`src/rtl/acc_datapath.sv`:
```
module acc_datapath #(
  parameter int W = 8
) (
  input  logic         clk,
  input  logic         rst,
  input  logic         clr_acc,
  input  logic         ld_acc,
  input  logic         sub_sel,
  input  logic         ld_ir,
  input  logic         clr_pc,
  input  logic         pc_ld,
  input  logic         pc_inc,
  input  logic         adr_sel,
  input  logic         wr_req,
  input  logic         seq_go,
  input  logic [W-1:0] mem_din,
  output logic [W-1:0] mem_addr,
  output logic [W-1:0] mem_dout,
  output logic         mem_we,
  output logic [W-1:0] acc_q,
  output logic         acc_zero,
  output logic [W-1:0] ir_q,
  output logic [W-1:0] pc_q,
  output logic         seq_busy
);

  typedef enum logic [1:0] {SQ_IDLE, SQ_OPC, SQ_OPR, SQ_WR} sq_t;
  sq_t sq;

  logic e_clr_acc, e_ld_acc, e_ld_ir, e_clr_pc, e_pc_ld, e_pc_inc, e_sel, e_we;
  logic [W-1:0] alu;

  assign seq_busy = (sq != SQ_IDLE);

  always_comb begin
    if (seq_busy) begin
      e_clr_acc = 1'b0;
      e_ld_acc  = 1'b0;
      e_clr_pc  = 1'b0;
      e_pc_ld   = 1'b0;
      e_ld_ir   = (sq == SQ_OPC) || (sq == SQ_OPR);
      e_pc_inc  = (sq == SQ_OPC) || (sq == SQ_WR);
      e_sel     = (sq == SQ_WR);
      e_we      = (sq == SQ_WR);
    end else begin
      e_clr_acc = clr_acc;
      e_ld_acc  = ld_acc;
      e_clr_pc  = clr_pc;
      e_pc_ld   = pc_ld;
      e_ld_ir   = ld_ir;
      e_pc_inc  = pc_inc;
      e_sel     = adr_sel;
      e_we      = wr_req;
    end
  end

  assign alu      = sub_sel ? acc_q - mem_din : acc_q + mem_din;
  assign mem_addr = e_sel ? ir_q : pc_q;
  assign mem_we   = e_we;
  assign mem_dout = acc_q;
  assign acc_zero = (acc_q == '0);

  always_ff @(posedge clk) begin
    if (rst || e_clr_acc) acc_q <= '0;
    else if (e_ld_acc)    acc_q <= alu;
  end

  always_ff @(posedge clk) begin
    if (rst)          ir_q <= '0;
    else if (e_ld_ir) ir_q <= mem_din;
  end

  always_ff @(posedge clk) begin
    if (rst || e_clr_pc) pc_q <= '0;
    else if (e_pc_ld)    pc_q <= mem_din;
    else if (e_pc_inc)   pc_q <= pc_q + 1'b1;
  end

  always_ff @(posedge clk) begin
    if (rst) sq <= SQ_IDLE;
    else begin
      case (sq)
        SQ_IDLE: if (seq_go) sq <= SQ_OPC;
        SQ_OPC:  sq <= SQ_OPR;
        SQ_OPR:  sq <= SQ_WR;
        default: sq <= SQ_IDLE;
      endcase
    end
  end

endmodule


```
`config.mk`:
```
export PLATFORM = sky130hd
export DESIGN_NAME = acc_datapath
export DESIGN_NICKNAME = d
export VERILOG_FILES = /design/src/rtl/acc_datapath.sv
export SDC_FILE = /design/constraint.sdc
export NUM_CORES = 1
export LEC_CHECK = 0
export ABC_AREA = 1
export BUFFER_PORTS_ARGS = -buffer_cell sky130_fd_sc_hd__buf_2
export CAP_MARGIN = 10
export CORE_AREA = 2 2 65 67
export DETAILED_ROUTE_END_ITERATION = 10
export DIE_AREA = 0 0 67 69
export PLACE_DENSITY = 0.78
export SYNTH_ARGS = -nofsm -noshare
export SYNTH_HDL_FRONTEND = slang
export SYNTH_SLANG_ARGS = --single-unit
```
`constraint.sdc`:
```
create_clock -name clk -period 2.8 [get_ports clk]
set_clock_uncertainty 0.05 [all_clocks]
set_input_delay 0.56 -clock clk [delete_from_list [all_inputs] [get_ports clk]]
set_output_delay 0.56 -clock clk [all_outputs]
set_load 0.05 [all_outputs]
```
==> run metrics, run 1 <==
complex-gate fraction of the synthesized area=20.9%; Area growth, synth to finish=17.4%; final hold vios=0; n_diodes=0; main combinational cell family by area after synthesis=simple AND/OR/NAND/NOR gates; Tightest Pin Transition=0.480 ns; worst hold slack=0.416 ns; cell row count=23; Non-Filler Instances=386; first-pass GRT wire length=7400 um; most common cell after layout, fill and taps aside=buf_2; TNS Setup=0 ns; Area contributors post-synth=dfxtp_1 (27%), inv_1 (9.3%), nand2_1 (8.8%), ha_1 (8.4%), a21oi_1 (8.0%); RePlAce Congestion=0.861; die width=67 um; Starting Density=49.3%; # IOs=63; critical path data required time=2.19 ns; Clock Tree Root=clkbuf_8; Worst EP arrival=1.93 ns; final slew viol count=0; leading area contributor after synthesis=dfxtp_1; Via Count=1926; Post-Synth Adder-Cell Area=9.47%; Avg Cell Area, Syn=6.87 um2; Remaining Overflow, GRT=0; RSZ-0062 raised after global routing=no; Synth Net Count=315; 1st-pass router iterations=4; crit end category=primary output; final setup violation count=0; share of Yosys cell area claimed by the top area cell type=27.0%; Detail Placement HPWL=3530 um; simple-gate share of the synthesized area=21.2%; Cell Area, Synth=1930 um2; nets=371; H-tree levels=1; final core utilization=57.9%; flops & latches, synth=26; synth unique cells=31; Synth Flop Type=dfxtp_1; Skew-Pair Late Insertion Delay=0.28 ns; pin count of the biggest net entering global routing=17; status=completed; antenna violations before repair=0; clk buf depth=2; EDFF count, synth=0; layout cells sized above 1=26.8%; post-synthesis mux area share=1.17%; First DRT Iteration DRCs=72; commonest non-fill, non-tap cells in the layout=buf_2 (62), inv_1 (48), nand2_1 (45); vias in the first global route=1706; Ys Warns=0; Final Cycle Share=90.7%; CTS tree=yes; post-route DRC violation count=0; worst-path maximum fanout=16; dpl cells=382; total global-route track usage=19.7%; fill count=399; CTS resizes=0; Synth async-reset ratio=0%; Crit Path Class=reg2out; Routed Antenna Nets=0; Post-CTS Setup Inserts=0; PortBufs=62; Worst Hold Class=reg2reg; Sink Count=26; register area share after synthesis=27.0%; die area=4620 um2; DRT Wirelength=4390 um; total CTS buffers=3; Tmin final=2.54 ns; max_cap viols=0; vias per inst=4.99; Post-Synth XOR/XNOR Area=4.54%; Core Footprint=3910 um2; wire length per cell=11.4 um; Syn Inst Count=281; Die Ht=69 um; crit start category=register; Max Clk Rate=0.394 GHz; Post-CTS Hold Buffers=0; max_slew headroom=67.3%; Reg clk slew, reported paths=0.10 ns
sequential cells by signal, indices dropped and copies added (netlist names):
signal	cells
acc_q	8
pc_q	8
ir_q	8
sq	2
stage by stage:
step	instance area [um2]	setup slack, ns
6_report	2270	0.259
3_3_place_gp	2210	0.260
4_1_cts	2270	0.249
2_1_floorplan	1930	0.0291
5_1_grt	2270	0.150
3_5_place_dp	2210	0.179
worst paths after layout:
| check | startpoint | end | slack, ns | cells after the start |
|---|---|---|---|---|
| worst max register to register | acc_q[0] | acc_q[6] | 0.92 | 12 |
| worst min register to register | ir_q[2] | ir_q[2] | 0.42 | 2 |
| worst max-delay path | sq[0] | mem_addr[4] | 0.26 | 8 |
| worst min-delay path | ir_q[2] | ir_q[2] | 0.42 | 2 |
critical path: stages, from the launching register on:
cell and delay [ns]:
dfxtp_1 0.38, inv_1 0.09, ha_1 0.30, inv_2 0.09, nand2_1 0.07, nand2_2 0.24, nor2_1 0.07, a21oi_1 0.12
buf_2 0.28
area by class of cell:
cell class | count | area, um2 | area share (%)
clock buffer | 4 | 55.1 | 2.43
sequential | 26 | 520 | 23.0
inverter | 53 | 204 | 9.00
tap | 50 | 62.6 | 2.76
multi-input combinational | 190 | 1110 | 48.8
timing repair buffer | 63 | 318 | 14.0
logic make-up after synthesis:
logic type / Yosys count
buf+inv: 65
fa+ha+maj: 14
simple gates: 90
flops: 26
xor+xnor: 10
mux: 1
compound gates: 75
cell usage after synthesis, types with 2 or more instances:
library cell	number
inv_1	48
nand2_1	45
a21oi_1	31
dfxtp_1	26
o21ai_0	22
nor2_1	18
ha_1	13
o21ai_1	11
nand3_1	9
buf_4	8
nand2_2	8
xor2_1	8
a31oi_1	4
buf_6	3
inv_2	3
nand4_1	3
nor2_2	3
a21oi_2	2
inv_4	2
nor2_4	2
xnor2_1	2
metal layers:
metal	track usage [%]	vias to the layer above	wire length [um]
li1	-	1013	-
met1	27.4	847	2050
met2	31.2	60	1980
met3	2.45	6	289
met4	6.58	0	70
met5	0	-	0
Power of run 1 is not shown: default switching activity piles up to over one toggle a cycle in this logic, so the estimate is an artifact.
==> inputs of run 2 (changes only) <==
RECOVER_POWER = 50   (was unset)
==> run metrics, run 2 (synthesis gave the netlist of run 1 again) <==
worst hold slack=0.416 ns (about the same); TNS Setup=0 ns (unchanged); # IOs=63 (unchanged); commonest non-fill, non-tap cells in the layout=inv_1 (49), nand2_1 (45), clkbuf_1 (33) (was buf_2 (62), inv_1 (48), nand2_1 (45)); Reg2Reg Setup Slack=0.72 ns (was 0.92 ns); fill count=416 (was 399); Reg area=520 um2 (unchanged); vias in the first global route=1706 (unchanged); antenna violations before repair=0 (unchanged); Post-CTS Setup Inserts=0 (unchanged); Tmin final=2.56 ns (was 2.54 ns); clk buf depth=2 (unchanged); Routed Antenna Nets=0 (unchanged); Final Cycle Share=91.5% (was 90.7%); max_cap viols=0 (unchanged); RePlAce Congestion=0.861 (unchanged); die area=4620 um2 (unchanged); Non-Filler Instances=386 (unchanged); CTS resizes=0 (unchanged); Post-CTS Hold Buffers=0 (unchanged); wire length per cell=11.4 um (about the same); nets=371 (unchanged); Worst Hold Class=reg2reg (unchanged); Core Footprint=3910 um2 (unchanged); First DRT Iteration DRCs=79 (was 72); worst-path maximum fanout=16 (unchanged); Max Clk Rate=0.390 GHz (was 0.394 GHz); Remaining Overflow, GRT=0 (unchanged); biggest regs=acc_q: 8 flops, ir_q: 8 flops, pc_q: 8 flops (unchanged); Reg clk slew, reported paths=0.10 ns (about the same); status=completed (unchanged); Area growth, synth to finish=15.2% (was 17.4%); 1st-pass router iterations=4 (unchanged); die width=67 um (unchanged); Clock Tree Root=clkbuf_8 (unchanged); CTS tree=yes (unchanged); dpl cells=382 (unchanged); post-route DRC violation count=0 (unchanged); Sink Count=26 (unchanged); crit start category=register (unchanged); vias per inst=4.99 (about the same); final setup violation count=0 (unchanged); pin count of the biggest net entering global routing=17 (unchanged); n_diodes=0 (unchanged); Worst EP arrival=1.95 ns (was 1.93 ns); total global-route track usage=19.7% (unchanged); Die Ht=69 um (unchanged); RSZ-0062 raised after global routing=no (unchanged); crit end category=primary output (unchanged); final hold vios=0 (unchanged); final slew viol count=0 (unchanged); most common cell after layout, fill and taps aside=inv_1 (was buf_2); Tightest Pin Transition=0.614 ns (was 0.480 ns); Via Count=1928 (was 1926); Skew-Pair Late Insertion Delay=0.28 ns (about the same); PortBufs=62 (unchanged); Starting Density=49.3% (unchanged); cell row count=23 (unchanged); H-tree levels=1 (unchanged); DRT Wirelength=4410 um (was 4390 um); max_slew headroom=59.2% (was 67.3%); Detail Placement HPWL=3530 um (unchanged); final core utilization=56.8% (was 57.9%); first-pass GRT wire length=7400 um (unchanged); multi-input logic area=1110 um2 (unchanged); total CTS buffers=3 (unchanged); layout cells sized above 1=16.7% (was 26.8%); Crit Path Class=reg2out (unchanged); critical path data required time=2.19 ns (about the same)
run 2: changes by cell type in the layout (fill, tap and decap cells not counted):
cell / before / now
inv_1: 48 / 49
inv_2: 3 / 2
buf_2: 62 / 30
buf_4: 1 / 0
clkbuf_1: 0 / 33
run 2: per-layer routing:
layer / GRT usage (%) / vias to the layer above / share of wire, %
met2: 31.2 / 54 / 45
met1: 27.4 / 857 / 47
met5: 0 / - / 0
li1: - / 1011 / -
met4: 6.58 / 0 / 1.6
met3: 2.45 / 6 / 6.0
run 2: final cells by class:
type | instances | area share, %
clock buffer | 4 | 2.48
inverter | 53 | 9.18
multi-input combinational | 190 | 49.8
sequential | 26 | 23.4
tap | 50 | 2.82
timing repair buffer | 63 | 12.3
run 2: final timing paths:
| check | startpoint | endpoint | depth (start not counted) |
|---|---|---|---|
| setup reg to reg | sq[0] | ir_q[2] | 6 |
| hold / removal | ir_q[2] | ir_q[2] | 2 |
| setup / recovery | sq[0] | mem_addr[4] | 8 |
| hold reg to reg | ir_q[2] | ir_q[2] | 2 |
run 2: through the flow:
stage | cell area [um2] | setup WS [ns]
CTS | 2270 | 0.249
detailed placement | 2210 | 0.179
global route | 2220 | 0.124
global placement | 2210 | 0.260
floorplan | 1930 | 0.0291
finish | 2220 | 0.239
run 2: critical path, stage by stage (launching register included):
cell and delay [ns]:
dfxtp_1 0.38, inv_1 0.09, ha_1 0.29, inv_1 0.12, nand2_1 0.08, nand2_2 0.24, nor2_1 0.07, a21oi_1 0.12
buf_2 0.28
Power of run 2 is left out for the same reason.
==> inputs of run 3 (changes only) <==
CELL_PAD_IN_SITES_DETAIL_PLACEMENT = 2   (was unset)
CELL_PAD_IN_SITES_GLOBAL_PLACEMENT = 2   (was unset)
CORE_AREA = 2 2 88 90   (was 2 2 65 67)
DIE_AREA = 0 0 90 92   (was 0 0 67 69)
PLACE_DENSITY = unset   (was 0.78)
PLACE_DENSITY_LB_ADDON = 0.1   (was unset)
RECOVER_POWER = unset   (was 50)
==> run metrics, run 3 (synthesis gave the netlist of run 1 again) <==
pin count of the biggest net entering global routing=17 (unchanged); first-pass GRT wire length=10800 um (was 7400 um); die area=8280 um2 (was 4620 um2); total CTS buffers=3 (unchanged); dpl cells=434 (was 382); nets=371 (unchanged); vias per inst=4.58 (was 4.99); commonest non-fill, non-tap cells in the layout=buf_2 (62), inv_1 (48), nand2_1 (45) (was inv_1 (49), nand2_1 (45), clkbuf_1 (33)); H-tree levels=1 (unchanged); worst r2r dst=pc_q[4] (was ir_q[2]); Worst Hold Class=reg2reg (unchanged); CTS tree=yes (unchanged); die width=90 um (was 67 um); Non-Filler Instances=438 (was 386); dpl ws=0.00449 ns (was 0.179 ns); CP startpoint=sq[0] (unchanged); final slew viol count=0 (unchanged); DRT Wirelength=6570 um (was 4410 um); final hold vios=0 (unchanged); Post-CTS Hold Buffers=0 (unchanged); Worst Reg-to-Reg Cells=8 (was 6); Via Count=2004 (was 1928); n_diodes=0 (unchanged); RePlAce Congestion=0.795 (was 0.861); final core utilization=31.5% (was 56.8%); hold endpoint=ir_q[7] (was ir_q[2]); post-route DRC violation count=0 (unchanged); layout cells sized above 1=26.8% (was 16.7%); 1st-pass router iterations=4 (unchanged); biggest regs=acc_q: 8 flops, ir_q: 8 flops, pc_q: 8 flops (unchanged); most common cell after layout, fill and taps aside=buf_2 (was inv_1); overall power=3.36 mW; Detail Placement HPWL=5430 um (was 3530 um); TNS Setup=0 ns (unchanged); worst-path maximum fanout=16 (unchanged); max_slew headroom=65.9% (was 59.2%); PortBufs=62 (unchanged); worst flop-to-flop path startpoint=sq[0] (unchanged); crit start category=register (unchanged); Core Footprint=7450 um2 (was 3910 um2); Min-Delay Path Depth=2 (unchanged); Skew-Pair Late Insertion Delay=0.28 ns (about the same); max_cap viols=0 (unchanged); Sink Count=26 (unchanged); Worst EP arrival=1.94 ns (was 1.95 ns); Max Clk Rate=0.392 GHz (was 0.390 GHz); PD cells=1430 nW/um2; critical path data required time=2.19 ns (about the same); RSZ-0062 raised after global routing=no (unchanged); Tmin final=2.55 ns (was 2.56 ns); Tightest Pin Transition=0.501 ns (was 0.614 ns); Max VDD drop=0.507 mV; Die Ht=92 um (was 69 um); wire length per cell=15.0 um (was 11.4 um); Final Cycle Share=91.1% (was 91.5%); final setup violation count=0 (unchanged); First DRT Iteration DRCs=36 (was 79); Starting Density=25.9% (was 49.3%); Routed Antenna Nets=0 (unchanged); Final WS setup=0.248 ns (was 0.239 ns); Clock Tree Root=clkbuf_8 (unchanged); Crit Path Class=reg2out (unchanged); clk buf depth=2 (unchanged); Reg clk slew, reported paths=0.11 ns (was 0.10 ns); min-delay src=ir_q[7] (was ir_q[2]); LEAKAGE=1.23 nW; # IOs=63 (unchanged); cell row count=32 (was 23); antenna violations before repair=0 (unchanged); vias in the first global route=2103 (was 1706); Area growth, synth to finish=21.7% (was 15.2%); Post-CTS Setup Inserts=0 (unchanged); Remaining Overflow, GRT=0 (unchanged); CTS resizes=0 (unchanged); status=completed (unchanged); crit end category=primary output (unchanged); Reg2Reg Setup Slack=0.89 ns (was 0.72 ns); total global-route track usage=16.3% (was 19.7%)
## run 3: metrics by stage
step / hold WS [ns] / cell area [um2]
floorplan: 0.440 / 1930
global placement: 0.414 / 2280
detailed placement: 0.415 / 2280
CTS: 0.433 / 2350
global route: 0.459 / 2350
finish: 0.426 / 2350
## run 3: worst max-delay path by stage
stage | endpoint | slack, ns | cells past startpoint
after floorplan | acc_zero | 0.03 | 3
after global placement | acc_q[7] | 0.11 | 18
after detailed placement | acc_q[7] | 0.004 | 18
after CTS | mem_addr[1] | 0.21 | 8
after global routing | acc_q[7] | 0.06 | 17
final | mem_addr[6] | 0.25 | 8
## run 3: power by group
part | switching (mW) | total (mW) | internal, mW
clock | 0.143 | 0.335 | 0.192
sequential | 0.151 | 0.669 | 0.518
combinational | 1.80 | 2.36 | 0.559
total | 2.09 | 3.36 | 1.27
## run 3: cell type report
type                       count  area [um2]
tap                          102         128
multi-input combinational    190        1110
clock buffer                   3        41.3
fill                         969        5100
inverter                      53         204
timing repair buffer          63         318
clock inverter                 1        30.0
sequential                    26         520
## run 3: worst max-delay path, stage by stage (launching register included)
cell	delay [ns]
dfxtp_1	0.39
inv_1	0.09
ha_1	0.27
inv_2	0.09
nand2_1	0.08
nand2_2	0.24
nor2_1	0.07
a21oi_1	0.14
buf_2	0.29
## run 3: layer usage
layer / track usage, % / up-vias / routed length [um]
met2: 29.0 / 42 / 3170
li1: - / 1007 / -
met1: 20.2 / 951 / 3010
met4: 5.26 / 0 / 99
met5: 0 / - / 0
met3: 2.63 / 4 / 289
Power figures use the tool's default switching activity.
